==> config.mk <==
export PLATFORM = sky130hd
export DESIGN_NAME = spi_fsync_slave
export DESIGN_NICKNAME = d
export VERILOG_FILES = /design/src/rtl/spi_fsync_slave.sv
export SDC_FILE = /design/constraint.sdc
export NUM_CORES = 1
export LEC_CHECK = 0
export ABC_AREA = 1
export BUFFER_PORTS_ARGS = -buffer_cell sky130_fd_sc_hd__buf_2
export CORE_MARGIN = 3
export CORE_UTILIZATION = 58
export CTS_CLUSTER_SIZE = 16
export DETAILED_ROUTE_END_ITERATION = 10
export GPL_ROUTABILITY_DRIVEN = 0
export MAX_ROUTING_LAYER = met4
export PLACE_DENSITY_LB_ADDON = 0.15
export SYNTH_ARGS = -nofsm -noshare
export SYNTH_HDL_FRONTEND = slang
export SYNTH_SLANG_ARGS = --single-unit
==> constraint.sdc <==
create_clock -name clk -period 4.68 [get_ports clk]
set_input_delay 0.468 -clock clk [delete_from_list [all_inputs] [get_ports clk]]
set_output_delay 0.468 -clock clk [all_outputs]
set_load 0.02 [all_outputs]
==> src/rtl/spi_fsync_slave.sv <==
module spi_fsync_slave #(
  parameter int DW    = 16,
  parameter int DEPTH = 4
) (
  input  logic          clk,
  input  logic          rst_n,
  input  logic          sclk,
  input  logic          cs_n,
  input  logic          mosi,
  output logic          miso,
  input  logic          wr_en,
  input  logic          rd_en,
  input  logic [1:0]    addr,
  input  logic [DW-1:0] wdata,
  output logic [DW-1:0] rdata,
  output logic          irq
);
  localparam int LW = $clog2(DW);
  localparam int CW = $clog2(DEPTH + 1);
  localparam int PW = (DEPTH > 1) ? $clog2(DEPTH) : 1;

  logic [2:0]    sck_q, cs_q;
  logic [1:0]    din_q;
  logic [LW-1:0] cfg_len, bitcnt;
  logic [1:0]    cfg_mode;
  logic          cfg_fmode, active, brk, tx_full;
  logic [DW-1:0] rx_sh, tx_sh, tx_hold, dflt;
  logic [DW-1:0] mem [DEPTH];
  logic [PW-1:0] wp, rp;
  logic [CW-1:0] cnt;

  always_ff @(posedge clk or negedge rst_n)
    if (!rst_n) begin
      sck_q <= '0; cs_q <= '1; din_q <= '0;
    end else begin
      sck_q <= {sck_q[1:0], sclk};
      cs_q  <= {cs_q[1:0], cs_n};
      din_q <= {din_q[0], mosi};
    end

  wire sck_rise = sck_q[1] & ~sck_q[2];
  wire sck_fall = ~sck_q[1] & sck_q[2];
  wire cs_fall  = ~cs_q[1] & cs_q[2];
  wire cs_rise  = cs_q[1] & ~cs_q[2];
  wire sync_md  = cfg_mode[1];
  wire start    = sync_md ? (cfg_mode[0] ? cs_rise : cs_fall) : cs_fall;
  wire wr_cfg   = wr_en && addr == 2'd0;
  wire srst     = wr_cfg && wdata[7];
  wire full     = cnt == CW'(DEPTH);

  wire [DW-1:0] rx_bit   = {rx_sh[DW-2:0], din_q[1]};
  wire          done     = active && sck_rise && !start && bitcnt == cfg_len;
  wire          brk_ev   = sync_md && start && active && bitcnt != '0;
  wire          push     = done || brk_ev;
  wire          push_ok  = push && !full;
  wire [DW-1:0] push_w   = brk_ev ? rx_sh : rx_bit;
  wire          pop      = rd_en && addr == 2'd2 && cnt != '0;
  wire          load     = start || (done && !sync_md);
  wire [DW-1:0] tx_next  = tx_full ? tx_hold : dflt;
  wire          irq_ev   = brk_ev || (push && (!cfg_fmode || (push_ok && cnt == CW'(DEPTH - 1))))
                          || (cfg_fmode && cs_rise && cnt != '0);

  assign miso = tx_sh[cfg_len];

  always_ff @(posedge clk or negedge rst_n)
    if (!rst_n) begin
      cfg_len <= '0; cfg_mode <= '0; cfg_fmode <= 1'b0; dflt <= '0; tx_hold <= '0;
    end else begin
      if (wr_cfg) begin
        cfg_len <= wdata[LW-1:0]; cfg_mode <= wdata[5:4]; cfg_fmode <= wdata[6];
      end
      if (wr_en && addr == 2'd3) dflt <= wdata;
      if (wr_en && addr == 2'd2) tx_hold <= wdata;
    end

  always_ff @(posedge clk or negedge rst_n)
    if (!rst_n) begin
      active <= 1'b0; bitcnt <= '0; rx_sh <= '0; tx_sh <= '0; tx_full <= 1'b0;
      brk <= 1'b0; wp <= '0; rp <= '0; cnt <= '0; irq <= 1'b0;
    end else if (srst) begin
      active <= 1'b0; bitcnt <= '0; rx_sh <= '0; tx_sh <= '0; tx_full <= 1'b0;
      brk <= 1'b0; wp <= '0; rp <= '0; cnt <= '0; irq <= 1'b0;
    end else begin
      if (start) begin
        active <= 1'b1; bitcnt <= '0; rx_sh <= '0;
      end else if (!sync_md && cs_q[1]) begin
        active <= 1'b0; bitcnt <= '0;
      end else if (active && sck_rise) begin
        if (done) begin
          bitcnt <= '0; rx_sh <= '0;
          if (sync_md) active <= 1'b0;
        end else begin
          bitcnt <= bitcnt + 1'b1; rx_sh <= rx_bit;
        end
      end
      if (load) tx_sh <= tx_next;
      else if (active && sck_fall && bitcnt != '0) tx_sh <= tx_sh << 1;
      if (wr_en && addr == 2'd2) tx_full <= 1'b1;
      else if (load) tx_full <= 1'b0;
      if (brk_ev) brk <= 1'b1;
      else if (wr_en && addr == 2'd1 && wdata[1]) brk <= 1'b0;
      if (push_ok) wp <= (wp == PW'(DEPTH - 1)) ? '0 : wp + 1'b1;
      if (pop)     rp <= (rp == PW'(DEPTH - 1)) ? '0 : rp + 1'b1;
      cnt <= cnt + CW'(push_ok) - CW'(pop);
      irq <= irq_ev;
    end

  always_ff @(posedge clk)
    if (push_ok && !srst) mem[wp] <= push_w;

  always_comb begin
    rdata = '0;
    case (addr)
      2'd0: begin rdata[LW-1:0] = cfg_len; rdata[5:4] = cfg_mode; rdata[6] = cfg_fmode; end
      2'd1: begin
        rdata[0] = cnt != '0; rdata[1] = brk; rdata[2] = tx_full; rdata[3] = full;
        rdata[4 +: CW] = cnt;
      end
      2'd2: rdata = (cnt != '0) ? mem[rp] : '0;
      default: rdata = dflt;
    endcase
  end


  fifo_bound_chk: assert property (@(posedge clk) disable iff (!rst_n) cnt <= CW'(DEPTH));


  overflow_hold_chk: assert property (@(posedge clk) disable iff (!rst_n)
    (full && !pop && !srst) |=> cnt == CW'(DEPTH));


  break_irq_chk: assert property (@(posedge clk) disable iff (!rst_n) $rose(brk) |-> irq);


  break_sync_only_chk: assert property (@(posedge clk) disable iff (!rst_n)
    $rose(brk) |-> $past(cfg_mode[1]));


  word_irq_chk: assert property (@(posedge clk) disable iff (!rst_n)
    (!cfg_fmode && cnt > $past(cnt)) |-> irq);
endmodule

**Yosys cells after proc, flatten, opt, wreduce, memory -nomap -nowiden**

Memories as Yosys holds them, arrays and structs flattened.
Cells that the tools add are included.

- Register bits: 94
- Memory bits (writable): 64
- Bits of input ports: 25
- Word-level logic and storage cells: 135
- Memories kept: 1

Memories:

| name | words | bits a word | rd ports | clocked after Yosys merged registers in | wr ports | RTL line | RTL |
|---|---|---|---|---|---|---|---|
| mem | 4 | 16 | 1 | 0 | 1 | 28 | `logic [DW-1:0] mem [DEPTH];` |

- Add/subtract/negate cells: 5
- Magnitude comparators: 1
- Equal/unequal tests: 9
- Multiplexer cells: 44
- Bitwise operators: 8
- Reduce and logical (&&, ||, !) cells: 49

Operators with widths:

| kind | count |
|---|---|
| 2-to-1 mux 16 bit | 11 |
| logical AND 1 bit | 24 |
| case mux 7 bit (3 select lines) | 1 |
| 2-to-1 mux 4 bit | 5 |
| 2-to-1 mux 1 bit | 18 |
| case mux 9 bit (2 select lines) | 1 |
| nonzero test 4 bit | 4 |
| nonzero test 3 bit | 5 |
| 2-to-1 mux 2 bit | 6 |
| equality test 2 bit (second input constant) | 4 |
| zero test 1 bit | 5 |
| logical OR 1 bit | 5 |
| less-than comparator 4 x 5 -> 1 bit (second input constant) | 1 |
| adder 2 x 1 -> 2 bit (second input constant) | 2 |
| adder 4 x 1 -> 4 bit (second input constant) | 1 |
| AND 1 bit | 4 |
| binary-select mux 1 bit (select 4 bit) | 1 |
| equality test 4 bit | 1 |
| inverter 1 bit | 4 |
| nonzero test 2 bit | 2 |
| adder 3 x 1 -> 3 bit | 1 |
| equality test 3 x 2 -> 1 bit (second input constant) | 1 |
| equality test 3 bit (second input constant) | 1 |
| 2-to-1 mux 3 bit | 1 |
| other kinds (7) | 7 |

**Depth between registers and ports, before layout**

Gate-level depths: netlist of the first run.

- Depth after elaboration: 15
- Depth in mapped cells: 15
- Gate-level depth less buffers: 15

**Worst setup path before layout of the first run**

No wires, ideal clock.

- Kind: flip-flop to flip-flop
- Start point: register cs_q[1]
- End point: memory mem[0][0] (enable)
- Setup time: 0.389 ns
- Arrival: 1.980 ns
- Setup slack: 2.312 ns
- Cell stages (with the launch flop): 9
- Buffers on the path: 0
- Period minus slack after synthesis: 2.368 ns
- Cells stage by stage: dfstp_2 inv_1 nand2_1 nand2_2 a21oi_4 nand2_1 nand2_1 nand3_2 nor2_1

- Cells in the longest elaborated chain, start to end: 12
- Elaborated cells between the ends (all ways): 16

Ends and longest elaborated chain:

| what | RTL line | RTL |
|---|---|---|
| start, declared | 22 | `logic [2:0] sck_q, cs_q;` |
| start signal, assigned | 37 | `cs_q <= {cs_q[1:0], cs_n};` |
| inverter 1 bit | 43 | `wire cs_fall = ~cs_q[1] & cs_q[2];` |
| AND 1 bit | 43 |  |
| 2-to-1 mux 1 bit | 46 | `wire start = sync_md ? (cfg_mode[0] ? cs_rise : cs_fall) : cs_fall;` |
| 2-to-1 mux 1 bit (*) | 46 |  |
| zero test 1 bit / logical AND 1 bit (equally long branches) | 52, 53 |  |
| logical AND 1 bit (on tied branches) (2 in series) | 52, 53 |  |
| logical OR 1 bit (*) | 54 | `wire push = done \|\| brk_ev;` |
| logical AND 1 bit (*) | 55 | `wire push_ok = push && !full;` |
| logical AND 1 bit (*) | 109 | `if (push_ok && !srst) mem[wp] <= push_w;` |
| 2-to-1 mux 1 bit (*) | 109 |  |
| 2-to-1 mux 1 bit (implied by the code) (*) | 109 |  |
| end, declared | 28 |  |

Mark *: on every way between the ends. The rest lies on a longest branch, timed or not.

**Worst setup path in the final report of the first run**

- Start point: register rp[0]
- End point: output port rdata[0]

- Cells in the longest elaborated chain, start to end: 3

Ends and longest elaborated chain:

| what | RTL line | RTL |
|---|---|---|
| start, declared | 29 | `logic [PW-1:0] wp, rp;` |
| start signal, assigned | 103 | `if (pop) rp <= (rp == PW'(DEPTH - 1)) ? '0 : rp + 1'b1;` |
| memory read (4 x 16 bit) | n/a |  |
| 2-to-1 mux 16 bit | 119 | `2'd2: rdata = (cnt != '0) ? mem[rp] : '0;` |
| case mux 7 bit (3 select lines) | 113 | `case (addr)` |
| end, declared | 15 | `output logic [DW-1:0] rdata,` |

Every way passes these cells.

==> qor.csv, run 1 <==
metric,value,unit
cts_made_buffers,17,
irDropWorstVdd,0.4263,mV
yosysWarnings,0,
fmax,317.2,MHz
period_minus_slack,3152,ps
numPortBuffers,42,
async_flop_share,59.49,%
swShare,34.22,%
cp-start-kind,flop,
maxSlewViolCount,0,
rsz0062_at_grt,no,
post_cts_resize_count,0,
cts_tree,yes,
io_pins,43,
total_leakage_power,0.003720,uW
vias,5638,
routed_wl,16.97,mm
drtAntennaViolNets,0,
coreArea,12260,um2
track_usage,25.97,%
num_rows,40,
syn_avg_cell_area,9.437,um2
cts_sinks,158,
layout-drive-gt1-share,14.20,%
postCtsSetupBuffers,0,
hold_violations,0,
cpPeakStageDelay,700,ps
powerDensity,481.6,nW/um2
drt_iter0_markers,534,
setup_viol,0,
power_switching,1357,uW
synth_top_area_share,30.78,%
rrSetupSlack,1600,ps
clk_latency,420,ps
dp_slack,1652,ps
antenna_found_initial,0,
yosysMostFrequentCell,nand2_1,
tns,0,ps
dpl_cell_area,7705,um2
path_buf_inv,3,
critical_path_class,flop to output port,
relSlewSlack,18.24,%
fp.dieArea,14150,um2
cp_max_fo,35,
synth_cells,784,
ys_top_cells_by_count,"nand2_1 (183), o21ai_0 (126), dfrtp_1 (91)",
hold_path.class,input port to async pin,
num_antenna_cells,0,
design_area,8235,um2
synth_edf_count,64,
dr.pass1.iters,6,
synth.ff_latch_count,158,
crit_family,buffers and inverters,
yosysUniqueCellTypes,44,
syn_nets,818,
grt_pass1_wl,27.80,mm
outcome,"finished, final reports clean",
areaGrowthSynthToFinish,11.31,%
fin_crit_sh,67.35,%
crit_top_cell,o21ai_0,
htreeDepth,4,
layout_setup_ws,1528,ps
routed_via_density,5.644,
r2r_start,cs_q[1]$_DFF_PN1_,
max-cap-violations,0,
cts_hold_buf,0,
rr_worst_depth,14,
power.clock.fraction,31.1,%
die_w,118.9,um
utilization,67.16,%
holdWs,48.99,ps
grt_pass1_vias,5494,
synth_area_leader_cell,dfrtp_1,
syn_area,7398,um2
seqPwrFrac,44.6,%
nNetsFinal,852,
max_slew.worst_pin.slew,1223,ps
critical_path_arrival,2680,ps
yosysSeqAreaShare,57.82,%
clkTransAtPathRegs,60,ps
path_cells,buf_4 -> inv_1 -> o21ai_0 -> o22ai_1 -> nand2_1 -> o21ai_0 -> a21oi_1 -> o21ai_0 -> buf_2,
start_util,60.34,%
grt_max_degree,51,
synth_area_leaders,"dfrtp_1 (31%), edfxtp_1 (26%), nand2_1 (9.3%), o21ai_0 (8.5%), inv_1 (4.5%)",
clock_path_buffers,2,
fill_cells,987,
p_int,2609,uW
r2r-end,cnt[1]$_DFF_PN0_,
cts_root_buf,clkbuf_16,
avgRoutedWirePerCell,16.99,um
grt-ovfl-total,0,
endpoint_kind,output port,
critPathSlowestCell,inv_1,
drc,0,
pwr-share-comb,24.3,%
fin_skew,10.07,ps
die-height,118.9,um
synth_flop_cell,dfrtp_1,
dp_hpwl,11.66,mm
required,4210,ps
[layout make-up]
class	instances	area, um2	area share, %
sequential	158	4278	51.94
multi-input combinational	497	2594	31.50
timing repair buffer	49	265.3	3.221
clock inverter	11	90.09	1.094
clock buffer	21	440.4	5.348
tap	168	210.2	2.552
inverter	95	357.8	4.345
[sequential cells by signal, indices dropped and copies added, names as in the netlist]
signal     count
active         1
bitcnt         4
brk            1
cfg_fmode      1
cfg_len        4
cfg_mode       2
cnt            3
cs_q           3
dflt          16
din_q          2
irq            1
mem           64
rp             2
rx_sh         16
sck_q          3
tx_full        1
tx_hold       16
tx_sh         16
wp             2
[placed cells by master, fill, tap and decap left out, types with 4 or more instances in the layout]
cell type	count
a21oi_1	9
buf_2	41
buf_4	8
clkbuf_1	4
clkbuf_16	17
clkinv_4	8
dfrtp_1	91
edfxtp_1	64
ha_1	8
inv_1	89
inv_2	4
mux2_2	4
mux2i_1	5
nand2_1	183
nand2_2	6
nand2_4	4
nand3_1	40
nor2_1	42
o2111ai_1	4
o211ai_1	4
o21ai_0	126
o22ai_1	27
o22ai_2	5
[power by group through the flow]
stage | combinational, uW | clock [uW] | sequential, uW
final | 964 | 1230 | 1770
after global routing | 1090 | 1310 | 1790
after CTS | 963 | 1250 | 1760
after detailed placement | 959 | 0 | 1780
after global placement | 934 | 0 | 1780
after floorplan | 733 | 0 | 1720
[per-layer routing]
metal	GRT usage, %	vias to the layer above	wire [um]
met4	8.545	0	376
met1	30.91	2757	6807
li1	-	2677	-
met3	5.556	27	883
met5	-	-	0
met2	44.33	177	8907
[per-stage QoR]
step,cells,total power [uW]
2_1_floorplan,784,2448
3_3_place_gp,967,2711
3_5_place_dp,967,2744
4_1_cts,999,3976
5_1_grt,999,4188
6_report,999,3967
[logic make-up after synthesis]
logic type / Yosys count / synth area share [%]
compound gates: 182 / 13.87
xor+xnor: 5 / 0.5920
fa+ha+maj: 9 / 1.624
buf+inv: 129 / 7.120
flops: 158 / 57.82
mux: 9 / 1.285
simple gates: 292 / 17.69
[worst max path at each step]
stage | slack (ps) | end | cells past startpoint | from
after CTS | 1530 | rdata[0] | 9 | rp[0]$_DFFE_PN0P_
after global routing | 1200 | rdata[4] | 9 | rp[0]$_DFFE_PN0P_
after floorplan | 2310 | mem[0][0]$_DFFE_PP_ | 8 | cs_q[1]$_DFF_PN1_
final | 1530 | rdata[0] | 9 | rp[0]$_DFFE_PN0P_
after detailed placement | 1650 | cnt[1]$_DFF_PN0_ | 15 | bitcnt[0]$_DFFE_PN0P_
after global placement | 1780 | cnt[1]$_DFF_PN0_ | 14 | cs_q[1]$_DFF_PN1_
No activity file was read; power rests on OpenSTA's default activity.
==> run 2: changes to the inputs <==
==> constraint.sdc (replaced) <==
create_clock -name clk -period 3 [get_ports clk]
set_input_delay 0.3 -clock clk [delete_from_list [all_inputs] [get_ports clk]]
set_output_delay 0.3 -clock clk [all_outputs]
set_load 0.02 [all_outputs]
==> qor.csv, run 2 (synthesized netlist as in run 1, its figures left out) <==
metric,value,unit,change
grt_max_degree,79,,was 51
cts_made_buffers,17,,unchanged
largest_reg_flops,64,,unchanged
required,2700,ps,was 4210 ps
dp_hpwl,11.17,mm,was 11.66 mm
cts_tree,yes,,unchanged
multiInputGateArea,2600,um2,was 2594 um2
die_w,118.9,um,unchanged
tns,0,ps,unchanged
r2r-end,cnt[1]$_DFF_PN0_,,unchanged
grt_pass1_vias,5389,,was 5494
postCtsSetupBuffers,0,,unchanged
cts_root_buf,clkbuf_16,,unchanged
rr_worst_depth,14,,unchanged
finalPower,6398,uW,was 3967 uW
num_antenna_cells,0,,unchanged
numPortBuffers,42,,unchanged
clock_path_buffers,2,,unchanged
critical_path_class,flop to output port,,unchanged
largest-register,mem,,unchanged
fill_cells,949,,was 987
cts_sinks,158,,unchanged
seq_area,4278,um2,unchanged
rsz0062_at_grt,no,,unchanged
powerDensity,763.1,nW/um2,was 481.6 nW/um2
setup_viol,0,,unchanged
drtAntennaViolNets,0,,unchanged
fmax,383.1,MHz,
dr.pass1.iters,6,,unchanged
rrSetupSlack,390,ps,was 1600 ps
layout-drive-gt1-share,15.32,%,was 14.20%
cp-start-kind,flop,,unchanged
fin_crit_sh,87.00,%,
hold_violations,0,,unchanged
htreeDepth,4,,unchanged
endpoint_kind,output port,,unchanged
clkTransAtPathRegs,70,ps,was 60 ps
clk_latency,430,ps,was 420 ps
relSlewSlack,32.56,%,was 18.24%
final_common_cell,nand2_1,,unchanged
fp.dieArea,14150,um2,unchanged
grt_pass1_wl,27.17,mm,was 27.80 mm
coreArea,12260,um2,unchanged
layout_common_cells,"nand2_1 (183), o21ai_0 (126), dfrtp_1 (91), inv_1 (89), edfxtp_1 (64)",,unchanged
max_slew.worst_pin.slew,1012,ps,was 1223 ps
cp_max_fo,17,,was 35
track_usage,25.12,%,was 25.97%
areaGrowthSynthToFinish,13.33,%,was 11.31%
die-height,118.9,um,unchanged
start_util,60.34,%,unchanged
wl_met1,7.162,mm,was 6.807 mm
outcome,"finished, final reports clean",,unchanged
route.met3.wl,910,um,was 883 um
fin_skew,9.852,ps,was 10.07 ps
avgRoutedWirePerCell,16.28,um,was 16.99 um
top_layer,met4,,unchanged
antenna_found_initial,0,,unchanged
wl_met2,8.114,mm,was 8.907 mm
max-cap-violations,0,,unchanged
total_leakage_power,0.003797,uW,was 0.003720 uW
r2r_start,cs_q[1]$_DFF_PN1_,,unchanged
grt-ovfl-total,0,,unchanged
irDropWorstVdd,0.4782,mV,was 0.4263 mV
maxSlewViolCount,0,,unchanged
critical_path_arrival,2310,ps,was 2680 ps
period_minus_slack,2610,ps,
hold_path.class,input port to async pin,,unchanged
drt_iter0_markers,574,,was 534
nNetsFinal,863,,was 852
num_rows,40,,unchanged
routed_wl,16.44,mm,was 16.97 mm
vias,5563,,was 5638
routed_via_density,5.508,,was 5.644
drc,0,,unchanged
io_pins,43,,unchanged
==> run 2: changes by cell type in the layout (fill, tap and decap cells not counted), sizes merged <==
cell         before  now
clkinv           11    6
inv              94   96
clkbuf           21   20
buf              49   57
clkinvlp          1    3
dlygate4sd3       0    3
bufinv            0    2
==> run 2: worst max-delay path, stage by stage (launching register included) <==
cell,delay [ps]
dfrtp_1,460
nor3_1,450
nor3_4,180
nand2_1,110
o21ai_0,130
a21oi_1,170
o21ai_0,160
buf_2,210
==> run 2: worst max-delay path by stage <==
stage,from,end,depth (start not counted)
2_1_floorplan,cs_q[1]$_DFF_PN1_,mem[0][0]$_DFFE_PP_,8
3_3_place_gp,cnt[1]$_DFF_PN0_,cnt[1]$_DFF_PN0_,11
3_5_place_dp,cnt[1]$_DFF_PN0_,cnt[1]$_DFF_PN0_,11
4_1_cts,cnt[1]$_DFF_PN0_,cnt[1]$_DFF_PN0_,11
5_1_grt,cnt[1]$_DFF_PN0_,cnt[1]$_DFF_PN0_,11
6_report,cnt[1]$_DFF_PN0_,rdata[0],7
==> run 2: area by class of cell <==
type / count / area share, %
repair buffers: 60 / 4.238
inverters: 95 / 4.268
flip-flops and latches: 158 / 51.02
clock buffers: 20 / 5.328
multi-input cells: 497 / 31.01
well taps: 168 / 2.507
clock inverters: 12 / 1.627
==> run 2: timing repair <==
item,CTS,global route
gates resized for setup,0,1
endpoints found under the hold margin,3,0
hold buffers,3,0
setup endpoints to repair,0,3
==> run 2: report_power, final <==
group | total, uW | switching [uW] | internal, uW
combinational | 1560 | 1030 | 537
clock | 2130 | 879 | 1250
sequential | 2700 | 217 | 2490
total | 6400 | 2120 | 4280
==> run 2: per-stage QoR <==
stage | utilization (%) | std cells | cell area (um2) | setup slack, ps | hold slack (ps)
2_1_floorplan | - | 784 | 7398 | 631.6 | 4.409
3_3_place_gp | 63.33 | 975 | 7765 | 270.7 | 332.6
3_5_place_dp | 63.33 | 975 | 7765 | 121.1 | 346.5
4_1_cts | 68.33 | 1010 | 8378 | 99.03 | 70.38
5_1_grt | 68.38 | 1010 | 8384 | 117.2 | 106.8
6_report | 68.38 | 1010 | 8384 | 390.1 | 43.05
==> run 2: per-layer routing <==
layer  track usage, %  vias up
li1                 -     2710
met1            32.50     2671
met2            39.43      158
met3            5.935       24
met4            8.617        0
met5                -        -
==> run 3: changes to the inputs <==
--- a/config.mk
+++ b/config.mk
@@ -7,8 +7,10 @@
 export LEC_CHECK = 0
 export ABC_AREA = 1
 export BUFFER_PORTS_ARGS = -buffer_cell sky130_fd_sc_hd__buf_2
+export CELL_PAD_IN_SITES_DETAIL_PLACEMENT = 1
+export CELL_PAD_IN_SITES_GLOBAL_PLACEMENT = 1
 export CORE_MARGIN = 3
-export CORE_UTILIZATION = 58
+export CORE_UTILIZATION = 47
 export CTS_CLUSTER_SIZE = 16
 export DETAILED_ROUTE_END_ITERATION = 10
 export GPL_ROUTABILITY_DRIVEN = 0
==> qor.csv, run 3 (synthesized netlist as in run 1, its figures left out) <==
metric,value,unit,change
outcome,"finished, final reports clean",,unchanged
layout-drive-gt1-share,15.52,%,was 15.32%
holdWs,72.89,ps,was 43.05 ps
critical_path_arrival,3030,ps,was 2310 ps
hold_path.class,input port to async pin,,unchanged
nNetsFinal,865,,was 863
powerDensity,770.6,nW/um2,was 763.1 nW/um2
io_pins,43,,unchanged
fill_cells,1776,,was 949
fin_skew,8.255,ps,was 9.852 ps
fp.dieArea,17280,um2,was 14150 um2
grt_pass1_vias,5961,,was 5389
grt-ovfl-total,0,,unchanged
cts_root_buf,clkbuf_16,,unchanged
coreArea,15310,um2,was 12260 um2
dr.pass1.iters,4,,was 6
avgRoutedWirePerCell,18.04,um,was 16.28 um
utilization,55.20,%,was 68.38%
dp.cells,1020,,was 975
die_w,131.5,um,was 118.9 um
cts_sinks,158,,unchanged
clkTransAtPathRegs,70,ps,about the same
vias,5650,,was 5563
critPathLaunch,cnt[1]$_DFF_PN0_,,unchanged
max_slew.worst_pin.slew,1070,ps,was 1012 ps
critical_path_class,flop to flop,,was flop to output port
setup_viol,0,,unchanged
period_minus_slack,2648,ps,was 2610 ps
cts_tree,yes,,unchanged
endpoint_kind,flop,,was output port
final_common_cell,nand2_1,,unchanged
required,3380,ps,was 2700 ps
rsz0062_at_grt,no,,unchanged
fmax,377.6,MHz,was 383.1 MHz
cts_made_buffers,17,,unchanged
cp-start-kind,flop,,unchanged
htreeDepth,4,,unchanged
final_cell_count_no_fill,1055,,was 1010
start_util,48.31,%,was 60.34%
numPortBuffers,42,,unchanged
max-cap-violations,0,,unchanged
dp_hpwl,13.15,mm,was 11.17 mm
die-height,131.5,um,was 118.9 um
relSlewSlack,28.65,%,was 32.56%
grt_max_degree,80,,was 79
clock_path_buffers,2,,unchanged
num_rows,45,,was 40
layout_setup_ws,351.6,ps,was 390.1 ps
tns,0,ps,unchanged
hold_violations,0,,unchanged
cp_max_fo,17,,unchanged
total_leakage_power,0.003810,uW,was 0.003797 uW
grt_pass1_wl,31.40,mm,was 27.17 mm
drtAntennaViolNets,0,,unchanged
routed_via_density,5.355,,was 5.508
antenna_found_initial,0,,unchanged
irDropWorstVdd,0.4939,mV,was 0.4782 mV
largest-register,mem,,unchanged
clk_latency,430,ps,about the same
areaGrowthSynthToFinish,14.26,%,was 13.33%
drt_iter0_markers,271,,was 574
dp_slack,40.72,ps,was 121.1 ps
track_usage,23.76,%,was 25.12%
r2r_start,cnt[1]$_DFF_PN0_,,was cs_q[1]$_DFF_PN1_
routed_wl,19.03,mm,was 16.44 mm
layout_common_cells,"nand2_1 (183), o21ai_0 (126), dfrtp_1 (91), inv_1 (89), edfxtp_1 (64)",,unchanged
num_antenna_cells,0,,unchanged
drc,0,,unchanged
fin_crit_sh,88.28,%,was 87.00%
largest_reg_flops,64,,unchanged
maxSlewViolCount,0,,unchanged
-- run 3: per-layer routing --
| metal | routed length, um | share of wire (%) | global-route usage [%] | up-vias |
|---|---|---|---|---|
| met3 | 485 | 2.5 | 4.211 | 30 |
| met1 | 8481 | 45 | 29.45 | 2858 |
| met5 | 0 | 0 | - | - |
| met4 | 395 | 2.1 | 8.168 | 0 |
| met2 | 9671 | 51 | 39.63 | 66 |
| li1 | - | - | - | 2696 |
-- run 3: critical path, cell delays in order, from the launching register on --
cell	delay, ps
dfrtp_1	470
nor3_1	150
nor3_4	530
nand2_1	210
inv_1	150
nand2_1	90
nand2_1	70
ha_1	130
inv_1	50
fa_1	410
or2_2	290
inv_1	50
-- run 3: metrics by stage --
step | power (uW) | instance area [um2]
finish | 6514 | 8453
global route | 6900 | 8453
CTS | 6561 | 8453
detailed placement | 4378 | 7834
global placement | 4289 | 7834
floorplan | 3819 | 7398
-- run 3: where the power goes --
group	switching (uW)	internal (uW)
Combinational	1090	553
Clock	927	1240
Sequential	217	2490
-- run 3: what timing repair did --
| item | 4_1_cts | 5_1_grt |
|---|---|---|
| setup buffers | 0 | 0 |
| setup endpoints to repair | 1 | 0 |
| hold endpoints to repair | 3 | 0 |
| hold buffers | 3 | 0 |
| resized for setup | 1 | 0 |
-- run 3: final timing paths --
path	slack, ps	depth (start not counted)	end
setup / recovery	350	11	cnt[1]$_DFF_PN0_
max in group asynchronous	2140	2	cs_q[0]$_DFF_PN1_
setup reg to reg	350	11	cnt[1]$_DFF_PN0_
hold reg to reg	350	0	sck_q[1]$_DFF_PN0_
min in group clk	100	3	cfg_len[1]$_DFFE_PN0P_
hold / removal	70	1	tx_sh[9]$_DFFE_PN0P_
-- run 3: area by class of cell --
type | instances | area [um2] | area share (%)
inverters | 95 | 357.8 | 4.233
clock inverters | 14 | 153.9 | 1.821
well taps | 211 | 264.0 | 3.123
repair buffers | 62 | 370.4 | 4.381
flip-flops and latches | 158 | 4278 | 50.61
multi-input cells | 497 | 2600 | 30.76
clock buffers | 18 | 429.2 | 5.077
